--- config.mk ---
export PLATFORM = sky130hd
export DESIGN_NAME = onewire_slot_gen
export DESIGN_NICKNAME = d
export VERILOG_FILES = /design/src/rtl/ow_pkg.sv /design/src/rtl/ow_tick.sv /design/src/rtl/ow_slot_seq.sv /design/src/rtl/onewire_slot_gen.sv
export SDC_FILE = /design/constraint.sdc
export NUM_CORES = 1
export LEC_CHECK = 0
export ABC_CLOCK_PERIOD_IN_PS = 3550
export BUFFER_PORTS_ARGS = -buffer_cell sky130_fd_sc_hd__buf_4
export CORE_ASPECT_RATIO = 0.7
export CORE_UTILIZATION = 25
export DETAILED_ROUTE_END_ITERATION = 10
export PLACE_DENSITY = 0.51
export SYNTH_ARGS = -nofsm -noshare
export SYNTH_HDL_FRONTEND = slang
export SYNTH_SLANG_ARGS = --single-unit
--- constraint.sdc ---
create_clock -name clk -period 3.55 [get_ports clk]
set_clock_uncertainty 0.2 [all_clocks]
set_input_delay 0.71 -clock clk [delete_from_list [all_inputs] [get_ports clk]]
set_output_delay 0.71 -clock clk [all_outputs]
set_load 0.05 [all_outputs]
--- src/rtl/ow_pkg.sv ---
package ow_pkg;
  localparam int US_W = 12;

  typedef enum logic [1:0] {
    K_RESET = 2'd0,
    K_WRITE = 2'd1,
    K_READ  = 2'd2,
    K_TOUCH = 2'd3
  } ow_kind_e;

  typedef enum logic [1:0] {
    PH_IDLE,
    PH_LOW,
    PH_MID,
    PH_TAIL
  } ow_phase_e;

  typedef struct packed {
    logic [US_W-1:0] low_us;
    logic [US_W-1:0] mid_us;
    logic [US_W-1:0] tail_us;
    logic            sampled;
    logic            is_reset;
  } ow_plan_t;

  localparam int W1_LOW_US  = 6;
  localparam int W1_REL_US  = 64;
  localparam int W0_LOW_US  = 60;
  localparam int W0_REL_US  = 10;
  localparam int RD_LOW_US  = 6;
  localparam int RD_WAIT_US = 9;
  localparam int RD_TAIL_US = 55;
  localparam int RS_LOW_US  = 500;
  localparam int RS_WAIT_US = 70;
endpackage

--- src/rtl/ow_tick.sv ---
module ow_tick #(
  parameter int CLK_PER_US = 50,
  parameter int SCALE_W    = 4
) (
  input  logic               clk,
  input  logic               rst_n,
  input  logic               clear,
  input  logic [SCALE_W-1:0] scale,
  output logic               su
);
  localparam int DIV_W = (CLK_PER_US > 1) ? $clog2(CLK_PER_US) : 1;
  localparam logic [DIV_W-1:0] DIV_LAST = DIV_W'(CLK_PER_US - 1);

  logic [DIV_W-1:0]   div_q;
  logic [SCALE_W-1:0] scl_q;
  logic               tick;

  assign tick = (div_q == DIV_LAST);
  assign su   = tick && (scl_q == scale - 1'b1);

  always_ff @(posedge clk) begin
    if (!rst_n || clear) begin
      div_q <= '0;
      scl_q <= '0;
    end else begin
      div_q <= tick ? '0 : div_q + 1'b1;
      if (su)        scl_q <= '0;
      else if (tick) scl_q <= scl_q + 1'b1;
    end
  end
endmodule

--- src/rtl/ow_slot_seq.sv ---
module ow_slot_seq
  import ow_pkg::*;
#(
  parameter int RECOVER_US = 500
) (
  input  logic       clk,
  input  logic       rst_n,
  input  logic       su,
  input  logic       cmd_valid,
  input  logic [1:0] cmd_kind,
  input  logic       cmd_bit,
  input  logic       bus_in,
  output logic       cmd_ready,
  output logic       accept,
  output logic       drive_low,
  output logic       done,
  output logic       rx_bit,
  output logic       present
);
  ow_phase_e       phase;
  ow_plan_t        plan, plan_q;
  logic [US_W-1:0] cnt, cur_len;
  logic            last;

  always_comb begin
    plan = '0;
    unique case (ow_kind_e'(cmd_kind))
      K_RESET: plan = '{US_W'(RS_LOW_US), US_W'(RS_WAIT_US), US_W'(RECOVER_US), 1'b1, 1'b1};
      K_WRITE: plan = cmd_bit ? '{US_W'(W1_LOW_US), US_W'(W1_REL_US), '0, 1'b0, 1'b0}
                              : '{US_W'(W0_LOW_US), US_W'(W0_REL_US), '0, 1'b0, 1'b0};
      K_READ:  plan = '{US_W'(RD_LOW_US), US_W'(RD_WAIT_US), US_W'(RD_TAIL_US), 1'b1, 1'b0};
      K_TOUCH: plan = cmd_bit ? '{US_W'(RD_LOW_US), US_W'(RD_WAIT_US), US_W'(RD_TAIL_US), 1'b1, 1'b0}
                              : '{US_W'(W0_LOW_US), US_W'(W0_REL_US), '0, 1'b0, 1'b0};
      default: plan = '0;
    endcase
  end

  always_comb begin
    unique case (phase)
      PH_LOW:  cur_len = plan_q.low_us;
      PH_MID:  cur_len = plan_q.mid_us;
      PH_TAIL: cur_len = plan_q.tail_us;
      default: cur_len = '0;
    endcase
  end

  assign last      = (cnt == cur_len - 1'b1);
  assign cmd_ready = (phase == PH_IDLE);
  assign accept    = cmd_valid && cmd_ready;
  assign drive_low = (phase == PH_LOW);

  always_ff @(posedge clk) begin
    if (!rst_n) begin
      phase   <= PH_IDLE;
      plan_q  <= '0;
      cnt     <= '0;
      done    <= 1'b0;
      rx_bit  <= 1'b0;
      present <= 1'b0;
    end else begin
      done <= 1'b0;
      if (accept) begin
        plan_q <= plan;
        phase  <= PH_LOW;
        cnt    <= '0;
      end else if (phase != PH_IDLE && su) begin
        if (!last) begin
          cnt <= cnt + 1'b1;
        end else begin
          cnt <= '0;
          unique case (phase)
            PH_LOW: phase <= PH_MID;
            PH_MID: begin
              rx_bit  <= plan_q.sampled & bus_in;
              present <= plan_q.is_reset & ~bus_in;
              if (plan_q.tail_us == '0) begin
                phase <= PH_IDLE;
                done  <= 1'b1;
              end else begin
                phase <= PH_TAIL;
              end
            end
            default: begin
              phase <= PH_IDLE;
              done  <= 1'b1;
            end
          endcase
        end
      end
    end
  end
endmodule

--- src/rtl/onewire_slot_gen.sv ---
module onewire_slot_gen #(
  parameter int CLK_PER_US = 50,
  parameter int SCALE_W    = 4,
  parameter int RECOVER_US = 500
) (
  input  logic               clk,
  input  logic               rst_n,
  input  logic               cmd_valid,
  output logic               cmd_ready,
  input  logic [1:0]         cmd_kind,
  input  logic               cmd_bit,
  input  logic [SCALE_W-1:0] time_scale,
  input  logic               bus_in,
  output logic               bus_drive_low,
  output logic               done,
  output logic               rx_bit,
  output logic               present
);
  logic [SCALE_W-1:0] scale_q;
  logic               accept, su;

  always_ff @(posedge clk) begin
    if (!rst_n)      scale_q <= SCALE_W'(1);
    else if (accept) scale_q <= (time_scale == '0) ? SCALE_W'(1) : time_scale;
  end

  ow_tick #(.CLK_PER_US(CLK_PER_US), .SCALE_W(SCALE_W)) tick_i (
    .clk(clk), .rst_n(rst_n), .clear(accept), .scale(scale_q), .su(su)
  );

  ow_slot_seq #(.RECOVER_US(RECOVER_US)) seq_i (
    .clk(clk), .rst_n(rst_n), .su(su),
    .cmd_valid(cmd_valid), .cmd_kind(cmd_kind), .cmd_bit(cmd_bit), .bus_in(bus_in),
    .cmd_ready(cmd_ready), .accept(accept), .drive_low(bus_drive_low),
    .done(done), .rx_bit(rx_bit), .present(present)
  );
endmodule

==> run_results.csv, run 1 <==
group,metric,value,unit
critical_path,worstPathRequired,3570,ps
clock_tree,cts-htree-levels,2,
final_layout,nets,318,
sta,tightest_slew,818,ps
sta,fin_crit,3400,ps
critical_path,critPathCaptureType,"register",
grt,overall_overflow_remaining_after_global_route,0,
grt,grt_antenna_before_repair,0,
sta,max_clock_freq,294,MHz
clock_tree,tritoncts_clock_tree,"done",
logic_synthesis,ys_seq_area_share,34.2,%
logic_synthesis,synth.cell_area,2340,um2
place,gp_routability_congestion,0.817,
clock_tree,worst_skew_pair.late_latency,290,ps
worst_hold_path,min-delay-start,"tick_i.div_q[0]",
logic_synthesis,async_flop_share,0,%
critical_path,timing.critical_path.arrival,3420,ps
critical_path,crit_end,"seq_i.present",
logic_synthesis,synth_fp_nets,296,
sta,report.final.hold_viol_count,0,
critical_path,worst_setup_path_start_kind,"register",
power,cellLeakagePower,1.02,nW
sta,setup_viol_count_final,0,
logic_synthesis,yosys_register_bits,40,
logic_synthesis,synth_edf_count,0,
critical_path,timing.rr.end,"seq_i.present",
route,vias,2032,
run,max_cap_viol_count,0,
final_layout,area_growth,21.2,%
logic_synthesis,dominantRegCellSynth,"dfxtp_1",
floorplan,die_area,9770,um2
floorplan,die_width,118,um
grt,grt_first_pass_wirelength,9.80,mm
grt,first_global_vias,1930,
grt,grt_max_degree,18,
final_layout,post_route_cells_drive_above_1_share,19.8,%
place,placement.cell_area,2630,um2
grt,grt_use_total,12.7,%
logic_synthesis,mean_post_synth_cell_area,8.52,um2
logic_synthesis,synth_warn,0,
clock_tree,cts.clk_slew.worst_paths,60,ps
final_layout,final_cell_area_excluding_filler_cells,2840,um2
sta,layout_worst_path_cycle_share,95.9,%
power,peakVddDrop,158,uV
floorplan,initial_standard_cell_utilization_of_the_core,25.8,%
route,final_antenna_net_count,0,
logic_synthesis,syn-instance-count,275,
sta,max_slew_violation_total_from_the_final_report,0,
final_layout,ant_cells,0,
sta,worst_slew_margin_rel,44.8,%
final_layout,post_layout_utilization_of_the_core,31.3,%
run_status,status,"finished, final reports clean",
floorplan,core_area,9070,um2
sta,setup_repair_after_global_routing_missed_its_margin,"no",
floorplan,core.rowCount,29,
critical_path,crit_start,"seq_i.phase[0]",
place,hpwl,4.23,mm
worst_hold_path,path_class_of_the_lowest_slack_min_delay_path,"register to register",
clock_tree,clock_tree.root_cell,"clkbuf_16",
route,detail_route.drc_violations,0,
clock_tree,longest_clk_path_bufs,2,
floorplan,ioPinCount,16,
critical_path,worstReg2RegStart,"seq_i.phase[0]",
sta,totalNegativeSetupSlack,0,ps
route,drtPass1Iterations,4,
critical_path,cp_max_fo,4,
place,buffer_ports.inserted,15,
clock_tree,cts.sink_count,40,
critical_path,timing.reg2reg.worst_path_depth,12,
route,route.final.wire_length,5.70,mm
clock_tree,postCtsSetupRepairBufs,0,
route,routedWlPerCell,13.5,um
floorplan,chipHeight,83.0,um
route,vias_per_cell,4.82,
critical_path,regToRegSetupSlack,150,ps
clock_tree,total_clock_buffers_created_by_cts,5,
critical_path,timing.setup.critical_path_class,"register to register",
power,p_per_area,408,nW/um2
logic_synthesis,synth.lib_cells_used.distinct,55,
route,detailedRoute.firstIterationViolations,120,
## repair_timing
item                                    CTS  global route
endpoints found under the setup margin    1            15
hold buffers                              0             0
resized for setup                         1             7
pin swaps                                 0             1
cloned                                    0             0
## where the power goes
group          internal [mW]  leakage (nW)  switching [mW]
Combinational         0.0470         0.602          0.0722
Sequential             0.462         0.325          0.0139
Clock                  0.370        0.0901           0.193
Total                  0.880          1.02           0.279
## critical path, cell delays in order, from the launching register on
cell	delay, ps
dfxtp_2	360
inv_1	90
ha_2	200
or2b_2	310
or2_2	290
ha_2	320
xor2_1	150
o21ai_1	110
a211oi_2	210
o311a_1	290
o2111ai_2	160
or4b_1	490
a21oi_1	150
## worst min path at each step
| stage | to | slack, ps | cells after the start |
|---|---|---|---|
| floorplan | tick_i.div_q[0] | 230 | 1 |
| global placement | tick_i.div_q[0] | 250 | 1 |
| detailed placement | tick_i.div_q[0] | 260 | 1 |
| CTS | tick_i.div_q[0] | 280 | 1 |
| global route | seq_i.rx_bit | 310 | 2 |
| finish | tick_i.div_q[0] | 270 | 1 |
## per-stage QoR
| stage | setup slack (ps) | power (mW) | instances | hold WS [ps] |
|---|---|---|---|---|
| 2_1_floorplan | 85.9 | 0.567 | 275 | 234 |
| 3_3_place_gp | 2.86 | 0.602 | 414 | 249 |
| 3_5_place_dp | 15.7 | 0.602 | 414 | 262 |
| 4_1_cts | 42.5 | 1.17 | 422 | 276 |
| 5_1_grt | 12.3 | 1.21 | 422 | 307 |
| 6_report | 146 | 1.16 | 422 | 271 |
## state kept, by name (all words and copies together) (netlist names)
name,flops
seq_i.cnt,12
seq_i.plan_q,9
tick_i.div_q,6
scale_q,4
tick_i.scl_q,4
seq_i.phase,2
seq_i.done,1
seq_i.present,1
seq_i.rx_bit,1
## layout make-up
class	count	area (um2)
Tap cell	124	155
Clock inverter	1	30.0
Fill cell	992	6230
Timing Repair Buffer	25	188
Inverter	10	37.5
Sequential cell	40	802
Clock buffer	7	153
Multi-Input combinational cell	215	1470
## cell usage in the layout, fill, tap and decap left out, types with 2 or more instances in the layout
master      n
clkbuf_8    2
a21oi_1    14
a211oi_1    3
a31o_2      2
nor2b_1     2
ha_1        6
a22o_1      2
dfxtp_1    39
o211a_1     2
mux2i_1     3
and2_1      4
and3_2      2
or3_1       2
nand3_1     5
xnor2_1    18
xor2_1     12
buf_4      25
nor4_4      2
o21a_1      3
inv_1      10
o21ai_0    11
nor3_1     20
a22oi_1     5
clkbuf_16   5
a31oi_1     2
or2b_2      2
and3_1      4
nor2_1     25
nand4_1    11
or2_2       4
ha_2        4
nand4b_1    2
nand2_1    22
## synth_stat cells, types with 2 or more instances
master    count  share of area (%)
a31oi_1       2               0.53
a21oi_1      14                3.0
and3_1        4                1.1
o211a_1       2               0.85
nand4b_1      2               0.75
a31o_2        2               0.75
a22o_1        2               0.75
or2b_2        2               0.75
dfxtp_1      40                 34
nor2_1       25                4.0
ha_1         10                5.3
mux2i_1       3                1.3
a22oi_1       5                1.6
and2_1        4                1.1
or2_2         4                1.1
o21a_1        3               0.96
nor3_1       20                4.3
clkbuf_1      4               0.64
xnor2_1      18                6.7
or3_1         2               0.53
a211oi_1      3               0.96
nand2_1      22                3.5
and3_2        2               0.64
xor2_1       12                4.5
inv_1        10                1.6
nand4_1      11                2.9
nor4_4        2                1.8
nand3_1       5                1.1
nor2b_1       2               0.53
buf_6         2               0.96
o21ai_0      12                2.6
## per-layer routing
| layer | global-route usage [%] | wire, um | vias up |
|---|---|---|---|
| met4 | 3.85 | 58 | 0 |
| met3 | 3.57 | 277 | 7 |
| li1 | - | - | 1037 |
| met5 | 0 | 0 | - |
| met1 | 18.8 | 3140 | 949 |
| met2 | 17.3 | 2220 | 39 |
## logic make-up after synthesis
logic type	count (synthesis)	synth area share [%]
xor gates and xnor gates	30	11.2
buffers and inverters	20	4.17
and+or+nand+nor	113	26.3
AOI/OAI and AO/OA	59	17.5
muxes	3	1.28
adders and majority gates	10	5.34
DFF	40	34.2
No activity file was read; power rests on OpenSTA's default activity.
==> inputs of run 2 (changes only) <==
--- a/config.mk
+++ b/config.mk
@@ -9,8 +9,10 @@
 export BUFFER_PORTS_ARGS = -buffer_cell sky130_fd_sc_hd__buf_4
 export CORE_ASPECT_RATIO = 0.7
 export CORE_UTILIZATION = 25
+export CTS_BUF_LIST = sky130_fd_sc_hd__clkbuf_4 sky130_fd_sc_hd__clkbuf_8
 export DETAILED_ROUTE_END_ITERATION = 10
 export PLACE_DENSITY = 0.51
+export SLEW_MARGIN = 20
 export SYNTH_ARGS = -nofsm -noshare
 export SYNTH_HDL_FRONTEND = slang
 export SYNTH_SLANG_ARGS = --single-unit
==> run 2 against run 1 <==
Sequential power barely moved. First-iteration DRC count grew 12%. Power shrank 12%. Final area down 2.0%. Global-route usage fell by 0.19 points. Die area did not move. Non-clock buffer count unchanged. Maximum frequency grew 0.33%. Utilization decreased by 0.62 points.
==> run_results.csv, run 2 (synthesis results as in run 1) <==
group,metric,value,unit
floorplan,core_area,9070,um2
final_layout,largest_registers,"seq_i.cnt (12), seq_i.plan_q (9), tick_i.div_q (6)",
final_layout,layout_common_cells,"39 x dfxtp_1, 25 x nor2_1, 25 x buf_4",
grt,grt_max_degree,18,
place,post-place-cells,414,
place,hpwl,4.23,mm
floorplan,core.rowCount,29,
power,p_per_area,367,nW/um2
route,final_antenna_net_count,0,
grt,grt_use_total,12.5,%
floorplan,die_width,118,um
sta,worst_slew_margin_rel,44.5,%
sta,setup_viol_count_final,0,
route,route.final.wire_length,5.70,mm
clock_tree,cts.sink_count,40,
critical_path,worst_setup_path_start_kind,"register",
place,placement.cell_area,2630,um2
route,routedWlPerCell,13.5,um
clock_tree,cts_hold_buf,0,
sta,max_slew_violation_total_from_the_final_report,0,
sta,setup_repair_after_global_routing_missed_its_margin,"no",
sta,report.final.hold_viol_count,0,
final_layout,largest_register_ffs,12,
grt,overall_overflow_remaining_after_global_route,0,
final_layout,area_growth,18.8,%
clock_tree,cts.clk_slew.worst_paths,80,ps
critical_path,critPathCaptureType,"register",
critical_path,worstPathRequired,3590,ps
floorplan,ioPinCount,16,
run_status,status,"finished, final reports clean",
route,drtPass1Iterations,5,
floorplan,die_area,9770,um2
sta,totalNegativeSetupSlack,0,ps
critical_path,cp_max_fo,4,
final_layout,nets,318,
sta,holdWs,277,ps
final_layout,ant_cells,0,
grt,grt_first_pass_wirelength,9.72,mm
grt,first_global_vias,1927,
final_layout,final_common_cell,"dfxtp_1",
sta,tightest_slew,823,ps
clock_tree,tritoncts_clock_tree,"done",
place,place_ws,15.7,ps
place,gp_routability_congestion,0.817,
clock_tree,cts-htree-levels,2,
critical_path,timing.setup.critical_path_class,"register to register",
final_layout,post_route_cells_drive_above_1_share,19.8,%
route,detail_route.drc_violations,0,
sta,max_clock_freq,295,MHz
clock_tree,postCtsSetupRepairBufs,0,
sta,final.setup.worst_slack,157,ps
place,buffer_ports.inserted,15,
final_layout,max_flop_register,"seq_i.cnt",
sta,layout_worst_path_cycle_share,95.6,%
floorplan,initial_standard_cell_utilization_of_the_core,25.8,%
power,cellLeakagePower,0.992,nW
power,peakVddDrop,138,uV
route,detailedRoute.firstIterationViolations,134,
clock_tree,clock_tree.root_cell,"clkbuf_8",
critical_path,timing.critical_path.arrival,3430,ps
final_layout,final_cell_area_excluding_filler_cells,2780,um2
final_layout,filler_free_cell_count_of_the_finished_design,422,
run,max_cap_viol_count,0,
clock_tree,worst_skew_pair.late_latency,300,ps
clock_tree,total_clock_buffers_created_by_cts,5,
grt,grt_antenna_before_repair,0,
route,vias_per_cell,4.84,
floorplan,chipHeight,83.0,um
worst_hold_path,path_class_of_the_lowest_slack_min_delay_path,"register to register",
sta,fin_crit,3390,ps
clock_tree,longest_clk_path_bufs,2,
route,vias,2043,
==> run 2: timing repair <==
| action | in CTS | in global routing |
|---|---|---|
| pin swaps | 0 | 2 |
| endpoints found under the setup margin | 1 | 15 |
| gates resized for setup | 1 | 7 |
==> run 2: power breakdown <==
part	internal, mW	leakage, nW	switching [mW]
logic	0.0470	0.602	0.0720
clock network	0.248	0.0645	0.177
registers	0.462	0.325	0.0143
==> run 2: path summary, 6_finish.rpt <==
kind	slack [ps]	cells after the start	start	endpoint
max	160	12	seq_i.phase[0]	seq_i.present
min	280	1	tick_i.div_q[0]	tick_i.div_q[0]
max reg2reg	160	12	seq_i.phase[0]	seq_i.present
min reg2reg	280	1	tick_i.div_q[0]	tick_i.div_q[0]
==> run 2: worst max-delay path, stage by stage (launching register included) <==
cell	delay [ps]
dfxtp_2	370
inv_1	90
ha_2	190
or2b_2	310
or2_2	290
ha_2	320
xor2_1	150
o21ai_1	110
a211oi_2	210
o311a_1	280
o2111ai_2	160
or4b_1	500
a21oi_1	150
==> run 2: final cells by class <==
cell class,instances,area (um2)
multi-input cells,215,1470
clock buffers,7,96.3
inverters,10,37.5
well taps,124,155
clock inverters,1,30.0
flip-flops and latches,40,802
repair buffers,25,188
fillers,997,6290
==> run 2: layer usage <==
layer | vias up | global-route usage, % | wire length (um)
met5 | - | 0 | 0
met2 | 46 | 17.1 | 2210
met1 | 957 | 18.8 | 3140
li1 | 1035 | - | -
met3 | 5 | 3.37 | 312
met4 | 0 | 3.15 | 41
==> run 2: through the flow <==
stage,power (mW),util [%]
detailed placement,0.602,29.0
CTS,1.03,30.5
global route,1.06,30.7
global placement,0.602,29.0
finish,1.02,30.7
floorplan,0.567,-
